[config.mk]
export PLATFORM = sky130hd
export DESIGN_NAME = acc_core
export DESIGN_NICKNAME = d
export VERILOG_FILES = /design/src/rtl/acc_core_pkg.sv /design/src/rtl/acc_core_mem.sv /design/src/rtl/acc_core_ctrl.sv /design/src/rtl/acc_core_dp.sv /design/src/rtl/acc_core.sv
export SDC_FILE = /design/constraint.sdc
export NUM_CORES = 2
export LEC_CHECK = 0
export BUFFER_PORTS_ARGS = -buffer_cell sky130_fd_sc_hd__buf_2
export CORE_MARGIN = 2
export CORE_UTILIZATION = 30
export CTS_CLUSTER_DIAMETER = 50
export DETAILED_ROUTE_END_ITERATION = 10
export PLACE_DENSITY = 0.52
export SKIP_LAST_GASP = 1
export SLEW_MARGIN = 40
export SYNTH_ARGS = -nofsm -noshare
export SYNTH_HDL_FRONTEND = slang
export SYNTH_HIERARCHICAL = 1
export SYNTH_SLANG_ARGS = --single-unit
[constraint.sdc]
create_clock -name clk -period 5.42 [get_ports clk]
set_input_delay 0.813 -clock clk [delete_from_list [all_inputs] [get_ports clk]]
set_output_delay 0.813 -clock clk [all_outputs]
set_load 0.1 [all_outputs]
[src/rtl/acc_core_pkg.sv]
package acc_core_pkg;

  localparam logic [3:0] OPC_LOAD  = 4'h0;
  localparam logic [3:0] OPC_ADD   = 4'h1;
  localparam logic [3:0] OPC_STORE = 4'h2;
  localparam logic [3:0] OPC_HALT  = 4'hF;

  typedef enum logic [3:0] {
    ST_FADDR,   // MAR <- PC, PC <- PC + 1
    ST_FREAD,   // MDR <- M[MAR]
    ST_FIR,     // IR  <- MDR
    ST_DEC,     // MAR <- IR.addr, decode <- IR.op
    ST_DREAD,   // MDR <- M[MAR]
    ST_EXEC,    // A <- MDR  or  A <- A + MDR
    ST_SDATA,   // MDR <- A
    ST_SWRITE,  // M[MAR] <- MDR
    ST_HALT
  } state_e;

  typedef enum logic [2:0] {
    OPK_NONE,
    OPK_LOAD,
    OPK_ADD,
    OPK_STORE,
    OPK_HALT
  } opkind_e;

  typedef struct packed {
    logic mar_from_pc;
    logic mdr_from_mem;
    logic ir_from_mdr;
    logic mar_from_ir;
    logic acc_from_mdr;
    logic acc_add_mdr;
    logic mdr_from_acc;
  } xfer_t;

  function automatic opkind_e decode_op(input logic [3:0] op);
    case (op)
      OPC_LOAD:  decode_op = OPK_LOAD;
      OPC_ADD:   decode_op = OPK_ADD;
      OPC_STORE: decode_op = OPK_STORE;
      OPC_HALT:  decode_op = OPK_HALT;
      default:   decode_op = OPK_NONE;
    endcase
  endfunction

endpackage

[src/rtl/acc_core_mem.sv]
module acc_core_mem #(
  parameter int DATA_W = 16,
  parameter int AW     = 8
) (
  input  logic              clk,
  input  logic              we,
  input  logic [AW-1:0]     addr,
  input  logic [DATA_W-1:0] wdata,
  output logic [DATA_W-1:0] rdata
);
  localparam int DEPTH = 1 << AW;

  logic [DATA_W-1:0] words [DEPTH];

  always_ff @(posedge clk) begin
    if (we) begin
      words[addr] <= wdata;
    end
  end

  // read value is captured by MDR at the next edge
  assign rdata = words[addr];

endmodule

[src/rtl/acc_core_ctrl.sv]
module acc_core_ctrl
  import acc_core_pkg::*;
#(
  parameter int OP_W = 4
) (
  input  logic            clk,
  input  logic            rst_n,
  input  logic            en,
  input  logic [OP_W-1:0] ir_op,
  output xfer_t           xfer,
  output logic            mem_we,
  output logic            halted
);
  state_e  state_q, state_d;
  opkind_e kind_q,  kind_d;

  always_comb begin
    state_d = state_q;
    kind_d  = kind_q;
    xfer    = '0;
    mem_we  = 1'b0;
    if (en) begin
      case (state_q)
        ST_FADDR: begin
          xfer.mar_from_pc = 1'b1;
          state_d = ST_FREAD;
        end
        ST_FREAD: begin
          xfer.mdr_from_mem = 1'b1;
          state_d = ST_FIR;
        end
        ST_FIR: begin
          xfer.ir_from_mdr = 1'b1;
          state_d = ST_DEC;
        end
        ST_DEC: begin
          xfer.mar_from_ir = 1'b1;
          kind_d = decode_op(4'(ir_op));
          case (kind_d)
            OPK_LOAD, OPK_ADD: state_d = ST_DREAD;
            OPK_STORE:         state_d = ST_SDATA;
            OPK_HALT:          state_d = ST_HALT;
            default:           state_d = ST_FADDR;
          endcase
        end
        ST_DREAD: begin
          xfer.mdr_from_mem = 1'b1;
          state_d = ST_EXEC;
        end
        ST_EXEC: begin
          if (kind_q == OPK_LOAD) xfer.acc_from_mdr = 1'b1;
          else                    xfer.acc_add_mdr  = 1'b1;
          state_d = ST_FADDR;
        end
        ST_SDATA: begin
          xfer.mdr_from_acc = 1'b1;
          state_d = ST_SWRITE;
        end
        ST_SWRITE: begin
          mem_we  = 1'b1;
          state_d = ST_FADDR;
        end
        ST_HALT:  state_d = ST_HALT;
        default:  state_d = ST_FADDR;
      endcase
    end
  end

  always_ff @(posedge clk or negedge rst_n) begin
    if (!rst_n) begin
      state_q <= ST_FADDR;
      kind_q  <= OPK_NONE;
    end else if (en) begin
      state_q <= state_d;
      kind_q  <= kind_d;
    end
  end

  assign halted = (state_q == ST_HALT);


  exec_kind_chk: assert property (@(posedge clk) disable iff (!rst_n)
    (state_q == ST_EXEC) |-> (kind_q == OPK_LOAD || kind_q == OPK_ADD));


  write_only_store_chk: assert property (@(posedge clk) disable iff (!rst_n)
    mem_we |-> (kind_q == OPK_STORE));


  one_xfer_chk: assert property (@(posedge clk) disable iff (!rst_n)
    $onehot0({xfer, mem_we}));

endmodule

[src/rtl/acc_core_dp.sv]
module acc_core_dp
  import acc_core_pkg::*;
#(
  parameter int DATA_W = 16,
  parameter int OP_W   = 4,
  parameter int ADDR_W = 12
) (
  input  logic              clk,
  input  logic              rst_n,
  input  logic              en,
  input  xfer_t             xfer,
  input  logic [DATA_W-1:0] mem_rdata,
  output logic [ADDR_W-1:0] pc,
  output logic [ADDR_W-1:0] mar,
  output logic [DATA_W-1:0] mdr,
  output logic [OP_W-1:0]   ir_op,
  output logic [DATA_W-1:0] acc
);
  localparam int OP_LSB = DATA_W - OP_W;

  logic [ADDR_W-1:0] pc_q,  pc_d;
  logic [ADDR_W-1:0] mar_q, mar_d;
  logic [DATA_W-1:0] mdr_q, mdr_d;
  logic [DATA_W-1:0] ir_q,  ir_d;
  logic [DATA_W-1:0] acc_q, acc_d;

  always_comb begin
    pc_d  = pc_q;
    mar_d = mar_q;
    mdr_d = mdr_q;
    ir_d  = ir_q;
    acc_d = acc_q;
    if (xfer.mar_from_pc) begin
      mar_d = pc_q;
      pc_d  = pc_q + ADDR_W'(1);
    end
    if (xfer.mar_from_ir)  mar_d = ir_q[ADDR_W-1:0];
    if (xfer.mdr_from_mem) mdr_d = mem_rdata;
    if (xfer.mdr_from_acc) mdr_d = acc_q;
    if (xfer.ir_from_mdr)  ir_d  = mdr_q;
    if (xfer.acc_from_mdr) acc_d = mdr_q;
    if (xfer.acc_add_mdr)  acc_d = acc_q + mdr_q;
  end

  always_ff @(posedge clk or negedge rst_n) begin
    if (!rst_n) begin
      pc_q  <= '0;
      mar_q <= '0;
      mdr_q <= '0;
      ir_q  <= '0;
      acc_q <= '0;
    end else if (en) begin
      pc_q  <= pc_d;
      mar_q <= mar_d;
      mdr_q <= mdr_d;
      ir_q  <= ir_d;
      acc_q <= acc_d;
    end
  end

  assign pc    = pc_q;
  assign mar   = mar_q;
  assign mdr   = mdr_q;
  assign ir_op = ir_q[DATA_W-1:OP_LSB];
  assign acc   = acc_q;


  pc_step_chk: assert property (@(posedge clk) disable iff (!rst_n)
    (pc_q != $past(pc_q)) |-> (pc_q == $past(pc_q) + ADDR_W'(1)));


  freeze_chk: assert property (@(posedge clk) disable iff (!rst_n)
    !en |=> ($stable(pc_q) && $stable(acc_q) && $stable(ir_q) && $stable(mar_q)));

endmodule

[src/rtl/acc_core.sv]
module acc_core
  import acc_core_pkg::*;
#(
  parameter int DATA_W = 16,
  parameter int OP_W   = 4,
  parameter int ADDR_W = 12,
  parameter int MEM_AW = 8
) (
  input  logic              clk,
  input  logic              rst_n,
  input  logic              run,
  input  logic              host_we,
  input  logic [MEM_AW-1:0] host_addr,
  input  logic [DATA_W-1:0] host_wdata,
  output logic [DATA_W-1:0] host_rdata,
  output logic [ADDR_W-1:0] pc,
  output logic [DATA_W-1:0] acc,
  output logic              halted
);
  logic rst_meta, rst_core;
  always_ff @(posedge clk or negedge rst_n) begin
    if (!rst_n) begin
      rst_meta <= 1'b0;
      rst_core <= 1'b0;
    end else begin
      rst_meta <= 1'b1;
      rst_core <= rst_meta;
    end
  end

  xfer_t             xfer;
  logic              core_we;
  logic [ADDR_W-1:0] mar;
  logic [DATA_W-1:0] mdr;
  logic [OP_W-1:0]   ir_op;
  logic [DATA_W-1:0] mem_rdata;
  logic [MEM_AW-1:0] port_addr;
  logic [DATA_W-1:0] port_wdata;
  logic              port_we;

  acc_core_ctrl #(.OP_W(OP_W)) u_ctrl (
    .clk    (clk),
    .rst_n  (rst_core),
    .en     (run),
    .ir_op  (ir_op),
    .xfer   (xfer),
    .mem_we (core_we),
    .halted (halted)
  );

  acc_core_dp #(.DATA_W(DATA_W), .OP_W(OP_W), .ADDR_W(ADDR_W)) u_dp (
    .clk       (clk),
    .rst_n     (rst_core),
    .en        (run),
    .xfer      (xfer),
    .mem_rdata (mem_rdata),
    .pc        (pc),
    .mar       (mar),
    .mdr       (mdr),
    .ir_op     (ir_op),
    .acc       (acc)
  );

  generate
    if (ADDR_W > MEM_AW) begin : g_fold
      logic unused_mar_hi;
      assign unused_mar_hi = ^mar[ADDR_W-1:MEM_AW];
      assign port_addr = run ? mar[MEM_AW-1:0] : host_addr;
    end else begin : g_full
      assign port_addr = run ? MEM_AW'(mar) : host_addr;
    end
  endgenerate

  assign port_we    = run ? core_we : host_we;
  assign port_wdata = run ? mdr : host_wdata;

  acc_core_mem #(.DATA_W(DATA_W), .AW(MEM_AW)) u_mem (
    .clk   (clk),
    .we    (port_we),
    .addr  (port_addr),
    .wdata (port_wdata),
    .rdata (mem_rdata)
  );

  assign host_rdata = mem_rdata;


  halted_hold_chk: assert property (@(posedge clk) disable iff (!rst_core)
    halted |=> (halted && $stable(pc) && $stable(acc)));


  store_data_chk: assert property (@(posedge clk) disable iff (!rst_core)
    (run && core_we) |-> (mdr == acc));

endmodule

=== Yosys cells after proc, flatten, opt, wreduce, memory -nomap -nowiden ===
Memories as Yosys holds them, arrays and structs flattened.
Cells that the tools add are included.

* Memory bits (writable): 4,096
* Memories: 1
* Latch bits: 0
* Output and inout bits: 45
* Bits of input ports: 28
* Memory bits (read-only): 0
* Register bits after elaboration: 77

{| class="wikitable"
|+ Memories
! name !! words !! width !! read ports !! clocked after memory_dff !! write ports !! line !! text
|-
| u_mem.words || 256 || 16 || 1 || 0 || 1 || acc_core_mem.sv:13 || <nowiki>logic [DATA_W-1:0] words [DEPTH];</nowiki>
|}

* Bitwise logic cells: 0
* Reduce and logical (&&, ||, !) cells: 13
* Add/subtract/negate cells: 2
* Equal/unequal tests: 16
* Div/mod/pow operators: 0
* Shift-type cells: 0
* Order comparisons: 0
* Multipliers: 0
* Mux-type cells: 26

{| class="wikitable"
|+ Operators by type and width
! kind !! count
|-
| 16-bit 2-to-1 mux || 5
|-
| 4-bit case mux with 7 select lines || 1
|-
| 8-bit 2-to-1 mux || 3
|-
| 16-bit adder || 1
|-
| 4-bit by 3-bit == test with 1-bit output, second input constant || 4
|-
| 12-bit by 1-bit adder with 12-bit output, second input constant || 1
|-
| 4-bit by 2-bit == test with 1-bit output, second input constant || 3
|-
| 3-bit case mux with 4 select lines || 1
|-
| 4-bit case mux with 3 select lines || 1
|-
| 2-bit AND reduction || 6
|-
| 1-bit 2-to-1 mux || 11
|-
| 4-bit by 1-bit == test with 1-bit output, second input constant || 2
|-
| 4-bit == test, second input constant || 2
|-
| 4-bit logical NOT || 2
|-
| 7-bit 2-to-1 mux || 1
|-
| 3-bit by 1-bit == test with 1-bit output, second input constant || 2
|-
| 3-bit by 2-bit == test with 1-bit output, second input constant || 2
|-
| 3-bit 2-to-1 mux || 2
|-
| 2-bit nonzero test || 3
|-
| 2-bit OR reduction || 2
|-
| 3-bit == test, second input constant || 1
|-
| 2-bit 2-to-1 mux || 1
|}

=== Depth between registers and ports, before layout ===
* Depth after elaboration: 8
* Depth in mapped cells: 14
* Mapped depth without buffers: 9

=== Modules after synthesis ===
The synthesis kept the hierarchy.

{| class="wikitable"
|+ Modules (own cells, without submodules)
! module !! instances !! area each (µm²) !! seq. area each (µm²) !! cells each
|-
| acc_core_mem || 1 || 155,078.7 || 122,998.0 || 6,711
|-
| acc_core_dp || 1 || 3,918.8 || 1,801.7 || 381
|-
| acc_core_ctrl || 1 || 475.5 || 175.2 || 51
|-
| acc_core || 1 || 461.7 || 50.0 || 31
|}

=== Worst setup path before layout ===
OpenSTA, ideal clock, no wires.

* Path type: in2out
* Start: in run
* End: out host_rdata[0]
* Arrival: 4.075 ns
* Cell stages on the path: 12
* Slack: 0.532 ns
* Path buffers: 6
* Cells stage by stage: buf_6 > buf_12 > mux2_4 > clkbuf_1 > buf_2 > clkbuf_1 > clkbuf_1 > mux4_2 > a22oi_1 > a21oi_1 > o41ai_1 > nand4_1

* Longest elaborated chain between the ends: 2

{| class="wikitable"
|+ RTL lines
! element !! line !! text
|-
| start: declaration || acc_core.sv:11 || <nowiki>input logic run,</nowiki>
|-
| 8-bit 2-to-1 mux || acc_core.sv:68 || <nowiki>assign port_addr = run ? mar[MEM_AW-1:0] : host_addr;</nowiki>
|-
| via port_addr[1] || acc_core.sv:37 || <nowiki>logic [MEM_AW-1:0] port_addr;</nowiki>
|-
| memory read 256 x 16 bit || -- ||
|-
| end: declaration || acc_core.sv:15 || <nowiki>output logic [DATA_W-1:0] host_rdata,</nowiki>
|}

The timed path passes the listed nets, and every way through them passes these cells.

=== Worst setup path after layout ===
* Start: reg u_dp.mar_q[0], in the netlist u_dp/mar[0]
* End: out host_rdata[9]

* Longest elaborated chain between the ends: 2

{| class="wikitable"
|+ RTL lines
! element !! line !! text
|-
| start: declaration || acc_core_dp.sv:22 || <nowiki>logic [ADDR_W-1:0] mar_q, mar_d;</nowiki>
|-
| start signal: assignment || acc_core_dp.sv:54 || <nowiki>mar_q <= mar_d;</nowiki>
|-
| 8-bit 2-to-1 mux || acc_core.sv:68 ||
|-
| via port_addr[0] || acc_core.sv:37 ||
|-
| memory read 256 x 16 bit || -- ||
|}

The timed path passes the listed nets, and every way through them passes these cells.

==> results by group <==
Global route
  – Gr ovfl total: 0
  – Global-route wire length before repair: 635000 um
  – GRT Overall Usage: between 10% and 20%
  – Vias in the first global route: between 80000 and 90000
  – Largest net degree at the start of global routing: approximately 120
  – Antenna violations before repair: 17

Logic synthesis
  – Mapped Avg Cell Area: 22.3 um^2
  – Post-Syn Instances: 7150
  – Syn. warnings: 6
  – Synth Cell Area: 160000 um^2
  – Mapped Nets: 7195

Worst setup path
  – CP Data Arrival Time: 5180 ps
  – Critical path type: reg2out
  – Largest fanout on the critical path: 10
  – Critical Path Sink Type: primary output
  – Crit start category: flop
  – Worst EP required: 4610 ps

Outcome
  – Outcome: complete, but fails checks
  – Failing checks: setup timing

Routing
  – DRT antenna net count: 0
  – Wire per inst: 29.4 um
  – DRC: 0
  – DRT iter0 DRCs: 9207
  – Final WL: between 400000 and 500000 um
  – DR vias/cell: between 5 and 6
  – Initial DRT Pass Iterations: 6
  – Detailed-route via count: 79915

CTS
  – Clock-pin slew on the worst setup and hold paths: ~60 ps
  – Max H-tree Level: 5
  – Skew-Pair Late Insertion Delay: 1010 ps
  – CTS Buf Count: about 450
  – CTS tree: done
  – CTS root buffer: clkbuf_16
  – Clock Tree Buf Depth: 4
  – CTS Sinks: ~4200

Finish
  – Fillers: 47978
  – Non-filler cells, final: 15490
  – Register Area: 125000 um^2
  – Share of layout cells above drive strength 1: 35.8%
  – Post-route design area: 193000 um^2
  – Area of the multi-input gates: 34900 um^2
  – Area Overhead vs Synth: 20.9%
  – Final #Nets: just over 8000

Die
  – Initial Util: 30.1%
  – Ports: 73
  – Die H: 733 um
  – Die width: 733 um
  – # rows: 267
  – Placeable core area: 530000 um^2
  – Die ar.: 538000 um^2

STA
  – Slew Limit Fails: 0
  – Worst slew pin tran: 900 ps
  – Fmax: between 150 and 200 MHz
  – Final setup violating endpoints: 16
  – Unrepaired setup endpoints after global routing: yes
  – Hold Violations, Final: 0
  – Setup TNS: -5300 ps
  – Crit share post-route: 111%
  – Final WS setup: -574 ps
  – Setup Skew: 73.2 ps
  – Fin crit period: 5990 ps
  – Slew HR: about 40%

Placement
  – Placed cell area: ~170000 um^2
  – # port buffers: a little over 70
  – Post-placement setup slack: -648 ps
  – Post-DP HPWL: 279000 um
  – Cell Count Post-Placement: between 10000 and 15000
  – Final Wtd Congestion: 0.813

Power and ir drop
  – Pleak: 60.3 nW
  – Peak supply drop: 0.405 mV
  – Pwr Density: 459 nW/um^2
  – Total power: roughly 89 mW

Job
  – Max cap viols: 0

Worst hold path
  – HP Class: in2async
==> where the power goes <==
group	leakage (nW)	switching [mW]	internal, mW
Combinational	15.1	12.5	7.41
Sequential	38.0	0.336	37.9
Clock	7.11	13.0	17.4
==> cell usage in the layout, fill, tap and decap left out, types with 10 or more instances in the layout <==
| cell | n |
|---|---|
| edfxtp_1 | 4096 |
| mux4_2 | 1024 |
| buf_4 | 689 |
| clkbuf_16 | 459 |
| a22oi_1 | 373 |
| nor2_1 | 233 |
| a21oi_1 | 196 |
| a22oi_2 | 139 |
| clkinv_1 | 98 |
| buf_12 | 98 |
| clkinv_2 | 79 |
| nand2_1 | 78 |
| clkbuf_1 | 71 |
| dfrtp_1 | 70 |
| a21oi_2 | 61 |
| buf_2 | 55 |
| buf_16 | 48 |
| buf_6 | 41 |
| bufinv_16 | 40 |
| o21ai_0 | 39 |
| mux2i_1 | 35 |
| clkinvlp_4 | 33 |
| nor3_2 | 31 |
| o41ai_2 | 30 |
| nand4_1 | 24 |
| inv_6 | 20 |
| mux2_2 | 19 |
| mux2_8 | 18 |
| xnor2_1 | 18 |
| o41ai_4 | 18 |
| clkinv_4 | 17 |
| a21oi_4 | 17 |
| ha_1 | 16 |
| o41ai_1 | 16 |
| nor2_2 | 14 |
| bufbuf_16 | 12 |
| nand3_1 | 11 |
| nand2_2 | 10 |
==> routing by layer <==
metal / share of wire (%) / global-route usage (%) / wire, um
met4: 3.0 / 4.53 / 13700
met1: 42 / 22.9 / 192000
met3: 7.1 / 2.73 / 32500
met2: 48 / 26.6 / 217000
met5: 0 / 0 / 0
==> path summary, 6_finish.rpt <==
path                                 endpoint  slack, ps  depth (start not counted)         from
worst min-delay path                 rst_meta        150                          2        rst_n
worst min register to register       rst_core        350                          0     rst_meta
worst max-delay path            host_rdata[9]       -570                         12  u_dp/mar[0]
max in group asynchronous         u_dp/mar[0]       4440                          1     rst_core
worst max register to register    u_dp/mdr[9]        990                         14  u_dp/mar[0]
min in group clk                     rst_core        350                          0     rst_meta
==> through the flow <==
stage | hold WS (ps) | util [%]
6_report | 155 | 36.4
2_1_floorplan | 331 | -
3_3_place_gp | 336 | 33.0
5_1_grt | 129 | 36.4
3_5_place_dp | 335 | 33.0
4_1_cts | 69.4 | 36.3
==> sequential cells by signal (all words and copies together) (netlist names) <==
| register | count |
|---|---|
| u_ctrl/state_q | 4 |
| u_dp/mar | 8 |
| rst_core | 1 |
| u_dp/acc | 16 |
| u_dp/pc | 12 |
| u_ctrl/kind_q | 3 |
| u_mem/words | 4096 |
| rst_meta | 1 |
| u_dp/ir_q | 12 |
| u_dp/mdr | 16 |
==> final cells by class <==
type / count / share of cell area [%]
Timing Repair Buffer: 951 / 5.04
Sequential cell: 4169 / 64.7
Clock buffer: 528 / 6.07
Multi-Input combinational cell: 2528 / 18.1
Inverter: 6 / 0.0117
Antenna cell: 6 / 0.00778
Clock inverter: 308 / 1.56
Tap cell: 6994 / 4.54
==> worst max-delay path, cell delays in order, from the launching register on <==
cell,delay [ps]
dfrtp_2,460
mux2_8,410
buf_16,210
buf_12,130
bufbuf_16,280
mux4_2,440
a22oi_1,320
a21oi_1,260
o41ai_2,400
buf_4,270
nand4_1,400
buf_4,300
buf_4,230
==> timing repair <==
| action | in CTS | in global routing |
|---|---|---|
| pin swaps | 73 | 45 |
| hold buffers | 1 | 0 |
| setup buffers | 38 | 23 |
| cloned | 25 | 2 |
| endpoints found under the setup margin | 16 | 16 |
| endpoints found under the hold margin | 2 | 0 |
| gates resized for setup | 308 | 83 |
Note: power is estimated with default switching activity, not from simulation.
